[config.mk]
export PLATFORM = sky130hd
export DESIGN_NAME = mdio_master
export DESIGN_NICKNAME = d
export VERILOG_FILES = /design/src/rtl/mdio_pkg.sv /design/src/rtl/mdio_clkgen.sv /design/src/rtl/mdio_frame_seq.sv /design/src/rtl/mdio_master.sv
export SDC_FILE = /design/constraint.sdc
export NUM_CORES = 1
export LEC_CHECK = 0
export BUFFER_PORTS_ARGS = -buffer_cell sky130_fd_sc_hd__buf_2
export CORE_MARGIN = 2
export CORE_UTILIZATION = 50
export CTS_CLUSTER_SIZE = 14
export DETAILED_ROUTE_END_ITERATION = 6
export GPL_ROUTABILITY_DRIVEN = 0
export PLACE_DENSITY = 0.76
export SLEW_MARGIN = 20
export SYNTH_ARGS = -nofsm -noshare
export SYNTH_HDL_FRONTEND = slang
export SYNTH_SLANG_ARGS = --single-unit
[constraint.sdc]
create_clock -name clk -period 2.9 [get_ports clk]
set_input_delay 0.725 -clock clk [delete_from_list [all_inputs] [get_ports clk]]
set_output_delay 0.725 -clock clk [all_outputs]
set_load 0.1 [all_outputs]
[src/rtl/mdio_pkg.sv]
package mdio_pkg;
  localparam int ADDR_W     = 5;
  localparam int DATA_W     = 16;
  localparam int PRE_BITS   = 32;
  localparam int FRAME_BITS = PRE_BITS + 4 + 2 * ADDR_W + 2 + DATA_W;
  localparam int TA_IDX     = PRE_BITS + 4 + 2 * ADDR_W;
  localparam int DAT_IDX    = TA_IDX + 2;
  localparam int IDX_W      = $clog2(FRAME_BITS);

  localparam int F_DATA  = 0;
  localparam int F_PHY   = F_DATA + DATA_W;
  localparam int F_REG   = F_PHY + ADDR_W;
  localparam int F_OP    = F_REG + ADDR_W;
  localparam int F_VALID = F_OP + 1;
  localparam int F_BUSY  = F_VALID + 1;

  typedef logic [ADDR_W-1:0]     addr_t;
  typedef logic [DATA_W-1:0]     data_t;
  typedef logic [FRAME_BITS-1:0] frame_t;

  function automatic frame_t build_frame(input logic rd, input addr_t phy,
                                         input addr_t rg, input data_t dat);
    logic [1:0] op_bits;
    logic [1:0] ta_bits;
    data_t      payload;
    op_bits = rd ? 2'b10 : 2'b01;
    ta_bits = rd ? 2'b00 : 2'b10;
    payload = rd ? '0 : dat;
    return {{PRE_BITS{1'b1}}, 2'b01, op_bits, phy, rg, ta_bits, payload};
  endfunction
endpackage

[src/rtl/mdio_clkgen.sv]
module mdio_clkgen #(
  parameter int DIV_HALF = 4
) (
  input  logic clk,
  input  logic rst,
  input  logic run,
  output logic mdc,
  output logic rise_stb,
  output logic fall_stb
);
  localparam int CW = (DIV_HALF > 1) ? $clog2(DIV_HALF) : 1;
  localparam logic [CW-1:0] LAST = CW'(DIV_HALF - 1);

  logic [CW-1:0] cnt;
  logic          at_last;

  assign at_last  = (cnt == LAST);
  assign rise_stb = run && at_last && !mdc;
  assign fall_stb = run && at_last && mdc;

  always_ff @(posedge clk) begin
    if (rst || !run) begin
      cnt <= '0;
      mdc <= 1'b0;
    end else if (at_last) begin
      cnt <= '0;
      mdc <= ~mdc;
    end else begin
      cnt <= cnt + 1'b1;
    end
  end
endmodule

[src/rtl/mdio_frame_seq.sv]
module mdio_frame_seq
  import mdio_pkg::*;
(
  input  logic   clk,
  input  logic   rst,
  input  logic   start,
  input  logic   is_read,
  input  frame_t frame,
  input  logic   rise_stb,
  input  logic   fall_stb,
  input  logic   mdio_i,
  output logic   busy,
  output logic   done,
  output logic   mdio_o,
  output logic   mdio_oe,
  output data_t  rdata
);
  localparam logic [IDX_W-1:0] LAST_IDX    = IDX_W'(FRAME_BITS - 1);
  localparam logic [IDX_W-1:0] REL_IDX     = IDX_W'(TA_IDX - 1);
  localparam logic [IDX_W-1:0] CAPTURE_IDX = IDX_W'(DAT_IDX);

  logic [IDX_W-1:0] idx;
  frame_t           sreg;
  logic             rd_q;

  always_ff @(posedge clk) begin
    if (rst) begin
      busy    <= 1'b0;
      done    <= 1'b0;
      idx     <= '0;
      sreg    <= '0;
      rd_q    <= 1'b0;
      mdio_o  <= 1'b1;
      mdio_oe <= 1'b0;
      rdata   <= '0;
    end else begin
      done <= 1'b0;
      if (start && !busy) begin
        busy    <= 1'b1;
        idx     <= '0;
        sreg    <= frame;
        rd_q    <= is_read;
        mdio_o  <= frame[FRAME_BITS-1];
        mdio_oe <= 1'b1;
        rdata   <= '0;
      end else if (busy) begin
        if (rise_stb && rd_q && idx >= CAPTURE_IDX)
          rdata <= {rdata[DATA_W-2:0], mdio_i};
        if (fall_stb) begin
          if (idx == LAST_IDX) begin
            busy    <= 1'b0;
            done    <= 1'b1;
            mdio_o  <= 1'b1;
            mdio_oe <= 1'b0;
          end else begin
            idx     <= idx + 1'b1;
            sreg    <= sreg << 1;
            mdio_o  <= sreg[FRAME_BITS-2];
            mdio_oe <= !(rd_q && idx >= REL_IDX);
          end
        end
      end
    end
  end
endmodule

[src/rtl/mdio_master.sv]
module mdio_master
  import mdio_pkg::*;
#(
  parameter int          DIV_HALF     = 4,
  parameter logic [4:0]  PHY_ADDR_RST = 5'd0
) (
  input  logic        clk,
  input  logic        rst,
  input  logic        bus_sel,
  input  logic        bus_wr,
  input  logic [31:0] bus_wdata,
  output logic [31:0] bus_rdata,
  output logic        mdc,
  output logic        mdio_o,
  output logic        mdio_oe,
  input  logic        mdio_i
);
  data_t  data_q;
  addr_t  phy_q;
  addr_t  reg_q;
  logic   op_q;
  logic   rvalid_q;
  logic   start_q;
  addr_t  own_phy_q;

  logic   seq_busy;
  logic   seq_done;
  data_t  seq_rdata;
  logic   rise_stb;
  logic   fall_stb;
  logic   status_busy;
  logic   cmd_we;
  frame_t frame;

  assign status_busy = start_q | seq_busy | seq_done;
  assign cmd_we      = bus_wr && !bus_sel;
  assign frame       = build_frame(op_q, phy_q, reg_q, data_q);

  always_ff @(posedge clk) begin
    if (rst) begin
      data_q    <= '0;
      phy_q     <= '0;
      reg_q     <= '0;
      op_q      <= 1'b0;
      rvalid_q  <= 1'b0;
      start_q   <= 1'b0;
      own_phy_q <= PHY_ADDR_RST;
    end else begin
      start_q <= 1'b0;
      if (cmd_we && !status_busy) begin
        data_q   <= bus_wdata[F_DATA +: DATA_W];
        phy_q    <= bus_wdata[F_PHY +: ADDR_W];
        reg_q    <= bus_wdata[F_REG +: ADDR_W];
        op_q     <= bus_wdata[F_OP];
        rvalid_q <= 1'b0;
        start_q  <= 1'b1;
      end
      if (seq_done && op_q) begin
        data_q   <= seq_rdata;
        rvalid_q <= 1'b1;
      end
      if (bus_wr && bus_sel)
        own_phy_q <= bus_wdata[ADDR_W-1:0];
    end
  end

  always_comb begin
    bus_rdata = '0;
    if (bus_sel) begin
      bus_rdata[ADDR_W-1:0] = own_phy_q;
    end else begin
      bus_rdata[F_DATA +: DATA_W] = data_q;
      bus_rdata[F_PHY +: ADDR_W]  = phy_q;
      bus_rdata[F_REG +: ADDR_W]  = reg_q;
      bus_rdata[F_OP]             = op_q;
      bus_rdata[F_VALID]          = rvalid_q;
      bus_rdata[F_BUSY]           = status_busy;
    end
  end

  mdio_clkgen #(.DIV_HALF(DIV_HALF)) u_clkgen (
    .clk      (clk),
    .rst      (rst),
    .run      (seq_busy),
    .mdc      (mdc),
    .rise_stb (rise_stb),
    .fall_stb (fall_stb)
  );

  mdio_frame_seq u_seq (
    .clk      (clk),
    .rst      (rst),
    .start    (start_q),
    .is_read  (op_q),
    .frame    (frame),
    .rise_stb (rise_stb),
    .fall_stb (fall_stb),
    .mdio_i   (mdio_i),
    .busy     (seq_busy),
    .done     (seq_done),
    .mdio_o   (mdio_o),
    .mdio_oe  (mdio_oe),
    .rdata    (seq_rdata)
  );
endmodule

==> impl_results.md, run 1 <==
* Status: completed
* Port bufs at between 60 and 70
* Worst VDD drop at 445 µV
* Die height at around 110 µm
* Commonest non-fill, non-tap cell in the layout: dfxtp_1
* Final-report max-slew violation count at 0
* Relative slew slack at 0.329
* Clock slew at reported path FFs at about 60 ps
* Post-CTS Resized at 0
* Clk Latency, worst-skew pair at approximately 530 ps
* Area of the multi-input gates at approximately 2400 µm²
* Clk_skew at 6.64 ps
* Layout cells sized above 1 at 0.178
* Minimum clock period at between 2000 and 3000 ps
* Flop2flop setup slack at approximately 650 ps
* Vias at approximately 4500
* Hold_sp: bus_wdata[17]
* Cell variety after synth at 44
* Initial Util at 0.509
* CTS Buf Count at 17
* Wirelength, routed at around 12 mm
* Worst Path Arrival at around 1900 ps
* First-pass detailed-route iteration total at 7
* Final period util at 0.895
* CP max stage delay at 530 ps
* Placed Cells at between 700 and 800
* Register bit total from synthesis at ~130
* Synth Flop Type: dfxtp_1
* WHS Endpoint: phy_q[1]
* Fraction of registers with async set or reset after synthesis at 0
* Pwr dens at a little over 700 nW/µm²
* Root Buffer: clkbuf_8
* Worst path buffer plus inverter count at 1
* Core region area at between 10000 and 15000 µm²
* Routed Antenna Nets at 0
* Detailed Place HPWL at around 7.2 mm
* Total power at 4.39 mW
* Initial antenna violation count at 0
* Synth warn at 0
* Startpoint types: flip-flop
* Sw Ratio at 0.241
* GRT overflow at 0
* Post-CTS setup buffer count at 0
* Layout net count at 691
* Hold Crit Class: input pin to flip-flop
* Vias in the first global route at between 4000 and 5000
* Full die area at ~11000 µm²
* Crit Path Max Fanout at 10
* N_diodes at 0
* Worst slew pin tran at approximately 1000 ps
* Hold Path Cell Cnt at 3
* Non-filler cells, final at roughly 800
* TritonCTS clock tree: done
* Highest-delay cell along the critical path: nor3_1
* Clock share of power at 0.506
* RSZ-0062 raised after global routing: no
* Tot GR Track Use at 0.215
* Max Root-Sink Buffers at 2
* Cells after synthesis at a little over 600
* Sequential element share of the synthesized area at 0.491
* Switching pwr at around 1.1 mW
* Sequential Area at around 2500 µm²
* Fill cell count at between 800 and 900
* Logic pwr share at 0.076
* CP top delay family: simple AND/OR/NAND/NOR gates
* DR vias/cell at between 5 and 6
* Flop pwr share at 0.418
* EDFF count, synth at 0
* Cell Area, Synth at between 5000 and 6000 µm²
* Drt wl/cell at ~14 µm
* H-tree levels at 4
* Crit-path cells: nor3_1 > nor2_1 > buf_2
* Most frequent cells in the layout: 127 x dfxtp_1, 75 x nand2_1, 74 x nor2_1
* Synth-to-layout area growth at 18.8%
* DRC Markers at 0
* Avg Cell Area, Syn at ~8.5 µm²
* Initial DRC Count at just under 300
* P_leak at ~2.4 nW
* Num ports at slightly above 70
* Worst r2r dst: reg_q[2]
* Hold Vio Cnt, Final at 0
* Site Rows at 37
* Worst Reg-to-Reg Cells at 5
* P_int at about 3.3 mW
* Die W at around 110 µm
* Nature of the critical path endpoint: primary output
* Largest net degree at the start of global routing at 83
* First-pass GRT wire length at 19.3 mm
* MaxCap Viol Count at 0
* Post-CTS Hold Buffers at 0
* Worst Path Class, Setup: flip-flop to primary output
* Clock sinks at between 100 and 150
* F_max at slightly below 400 MHz
* Final setup viols at 0
* Required @ worst endpoint at 2170 ps
* Reg2reg start: u_seq.busy
state kept, by name, indices dropped and copies added (netlist names), 2 cells and up:
signal	flops
u_seq.sreg	63
data_q	16
u_seq.rdata	16
u_seq.idx	6
own_phy_q	5
phy_q	5
reg_q	5
u_clkgen.cnt	2
Yosys cell counts (all sizes together) (4+ instances only):
cell type    n  area share
a21oi       50       0.048
a221o        4      0.0077
a22oi       21       0.030
a311oi      16       0.027
buf         31       0.036
clkbuf      24       0.017
dfxtp      127        0.49
ha           4      0.0097
mux2         5       0.011
mux2i       17       0.033
nand2       75       0.054
nand2b       4      0.0048
nand3       33       0.034
nor2        75       0.055
nor2b       24       0.029
nor3        67       0.065
cell families after synthesis:
| logic type | share of synthesized area |
|---|---|
| mux | 0.0437 |
| xor+xnor | 0.00338 |
| simple gates | 0.264 |
| other cells | 0.000724 |
| compound gates | 0.132 |
| buf+inv | 0.0558 |
| flops | 0.491 |
| fa+ha+maj | 0.00966 |
routing by layer:
| metal | GRT usage | part of all wire | vias to the layer above | routed length, µm |
|---|---|---|---|---|
| met1 | 0.268 | 0.44 | 2115 | 5120 |
| met5 | 0 | 0 | - | 0 |
| met4 | 0.0827 | 0.012 | 0 | 140 |
| met2 | 0.351 | 0.49 | 134 | 5710 |
| li1 | - | - | 2200 | - |
| met3 | 0.0612 | 0.053 | 10 | 609 |
area by class of cell:
type                    count  share of cell area
inverters                   3             0.00183
well taps                 136              0.0276
flip-flops and latches    127               0.413
repair buffers             75              0.0720
multi-input cells         426               0.384
clock buffers              19              0.0718
clock inverters            13              0.0301
worst max-delay path by stage:
stage | start | endpoint | slack, ps | depth (start not counted)
5_1_grt | u_seq.busy | bus_rdata[28] | 210 | 3
3_3_place_gp | bus_sel | bus_rdata[3] | 390 | 3
4_1_cts | u_seq.busy | bus_rdata[28] | 330 | 3
6_report | u_seq.busy | bus_rdata[28] | 300 | 3
2_1_floorplan | bus_sel | bus_rdata[10] | -260 | 3
3_5_place_dp | bus_sel | bus_rdata[1] | 360 | 3
worst register-to-register path, stage by stage (launching register included):
cell and delay [ps]:
dfxtp_1 430, nor3_1 530, and3b_1 690, buf_4 300, nand2_1 80, a21oi_1 140
power groups by stage:
stage	registers (mW)	clock network (mW)	logic [mW]
final	1.84	2.22	0.332
after global routing	1.84	2.33	0.357
after CTS	1.83	2.25	0.331
after detailed placement	1.87	0	0.330
after global placement	1.87	0	0.323
after floorplan	1.86	0	0.266
stage by stage:
step / setup WS (ps) / instance area [µm²] / setup TNS (ps) / hold WS, ps / util
floorplan: -258 / 5190 / -6060 / 408 / -
global placement: 387 / 5530 / 0 / 416 / 0.543
detailed placement: 362 / 5530 / 0 / 422 / 0.543
CTS: 326 / 6150 / 0 / 420 / 0.604
global route: 212 / 6150 / 0 / 431 / 0.604
finish: 304 / 6150 / 0 / 437 / 0.604
Note: power is estimated with default switching activity, not from simulation.
==> run 2: changes to the inputs <==
==> constraint.sdc (replaced) <==
create_clock -name clk -period 2.9 [get_ports clk]
set_input_delay 0.29 -clock clk [delete_from_list [all_inputs] [get_ports clk]]
set_output_delay 0.29 -clock clk [all_outputs]
set_load 0.1 [all_outputs]
==> run 2 against run 1 <==
Against the previous run: register-to-register slack worse by 20 ps; utilization is 0.42 points higher; count of clock-buffer cells in the layout is 1 higher; final cell count is 1.0% higher; non-clock buffer count is 8 higher; via count is 1.7% higher; hold slack worse by 420 ps; design area is 0.69% higher; die area stayed put; combinational power is 2% higher; flip-flop and latch count stayed put; sequential power hardly changed.
==> impl_results.md, run 2 (synthesis results as in run 1) <==
* Hold slack at 20.0 ps (-417 ps)
* Hold Path Cell Cnt at 3 (unchanged)
* Tot GR Track Use at 0.218 (+0.00362)
* Worst slew pin tran at 1050 ps (+46.8 ps)
* Die W at 106 µm (unchanged)
* Startpoint types: flip-flop
* Post-CTS Resized at 0 (unchanged)
* TritonCTS clock tree: done
* Layout net count at 699 (+1.2%)
* MaxCap Viol Count at 0 (unchanged)
* Max reg flops at 63 (unchanged)
* Detailed Place HPWL at 7.36 mm (+2.2%)
* Num ports at 72 (unchanged)
* Regs by FF count: u_seq.sreg: 63 flops, data_q: 16 flops, u_seq.rdata: 16 flops
* Status: completed
* DR vias/cell at 5.62 (+0.72%)
* Worst Path Class, Setup: flip-flop to flip-flop
* N_diodes at 0 (unchanged)
* Port bufs at 63 (unchanged)
* Nature of the critical path endpoint: flip-flop
* Clock sinks at 127 (unchanged)
* Initial DRC Count at 372 (+27%)
* Hold Crit Class: input pin to flip-flop
* Synth-to-layout area growth at 19.6%
* Worst Path Arrival at 2710 ps (+840 ps)
* Cell area after layout at 6200 µm² (+0.69%)
* Clock slew at reported path FFs at 60 ps (about the same)
* Biggest register: u_seq.sreg
* Post-CTS setup buffer count at 0 (unchanged)
* Layout cells sized above 1 at 0.176 (-0.00212)
* Most frequent cells in the layout: 127 x dfxtp_1, 75 x nand2_1, 74 x nor2_1
* Setup_tns at 0 ps (unchanged)
* P_leak at 2.42 nW (+0.58%)
* Post-CTS Hold Buffers at 8 (+8)
* RSZ-0062 raised after global routing: no
* Die height at 106 µm (unchanged)
* Reg2reg start: u_seq.busy
* Clk_skew at 9.38 ps (+2.73 ps)
* Minimum clock period at 2270 ps (-329 ps)
* Core region area at 10200 µm² (unchanged)
* Relative slew slack at 0.298 (-0.0313)
* Max Root-Sink Buffers at 2 (unchanged)
* DRC Markers at 0 (unchanged)
* Clk Latency, worst-skew pair at 520 ps (about the same)
* Vias in the first global route at 4262 (+2.0%)
* Root Buffer: clkbuf_8
* F_max at 441 MHz (+15%)
* Routed Antenna Nets at 0 (unchanged)
* Final setup margin at 633 ps (+329 ps)
* Crit Path Max Fanout at 18 (+8)
* Hold Vio Cnt, Final at 0 (unchanged)
* Crit. Startpoint: u_seq.busy
* Worst Reg-to-Reg Cells at 5 (unchanged)
* Pwr dens at 700 nW/µm² (-1.9%)
* Worst slack, placed at 730 ps (+368 ps)
* First-pass detailed-route iteration total at 5 (-2)
* Required @ worst endpoint at 3340 ps (+1170 ps)
* Full die area at 11200 µm² (unchanged)
* Largest net degree at the start of global routing at 61 (-27%)
* Post-DP Area at 5500 µm² (-0.45%)
* Vias at 4536 (+1.7%)
* First-pass GRT wire length at 20.0 mm (+3.7%)
* Worst VDD drop at 457 µV (+2.8%)
* CTS Buf Count at 17 (unchanged)
* GRT overflow at 0 (unchanged)
* Hold_sp: bus_wdata[26]
* Final period util at 0.782 (-0.114)
* Site Rows at 37 (unchanged)
* Drt wl/cell at 14.6 µm (+1.0%)
* Final-report max-slew violation count at 0 (unchanged)
* Final setup viols at 0 (unchanged)
* Wirelength, routed at 11.8 mm (+2.0%)
* Initial Util at 0.509 (unchanged)
* H-tree levels at 4 (unchanged)
* Commonest non-fill, non-tap cell in the layout: dfxtp_1
* Initial antenna violation count at 0 (unchanged)
-- run 2: changes by cell type in the layout (fill, tap and decap cells not counted) --
cell and delta:
buf_12 -2, buf_4 +2, bufinv_16 -1, clkbuf_8 +1
clkinv_2 -1, clkinv_4 +2, dlygate4sd3_1 +8, inv_6 -1
-- run 2: worst max-delay path, cell delays in order (launching register included) --
cell and delay (ps):
dfxtp_1 420, nor3_1 520, and3b_1 700, buf_4 300, nand2_1 90, a21oi_1 150
-- run 2: path summary, 6_finish.rpt --
path | endpoint | slack, ps
worst max-delay path | phy_q[1] | 630
worst min register to register | u_clkgen.cnt[0] | 440
worst min-delay path | op_q | 20
worst max register to register | phy_q[1] | 630
-- run 2: layout make-up --
class	count	area, µm²
clock buffers	20	455
inverters	3	11.3
fillers	828	3990
multi-input cells	426	2360
well taps	136	170
flip-flops and latches	127	2540
repair buffers	83	498
clock inverters	12	159
-- run 2: routing by layer --
metal,part of all wire,wire length (µm),GRT usage,vias up
met5,0,0,0,-
met1,0.46,5450,0.280,2171
met3,0.047,560,0.0563,20
met2,0.48,5620,0.354,125
met4,0.016,187,0.0808,0
li1,-,-,-,2220
-- run 2: report_power, final --
| part | internal, mW | total (mW) | switching (mW) |
|---|---|---|---|
| combinational | 0.0949 | 0.339 | 0.244 |
| sequential | 1.80 | 1.84 | 0.0367 |
| clock | 1.38 | 2.16 | 0.781 |
-- run 2: per-stage QoR --
stage               total power, mW  utilization  instances
floorplan                      2.13            -        611
global placement               2.19        0.540        767
detailed placement             2.20        0.540        767
CTS                            4.36        0.608        807
global route                   4.47        0.608        807
finish                         4.34        0.608        807
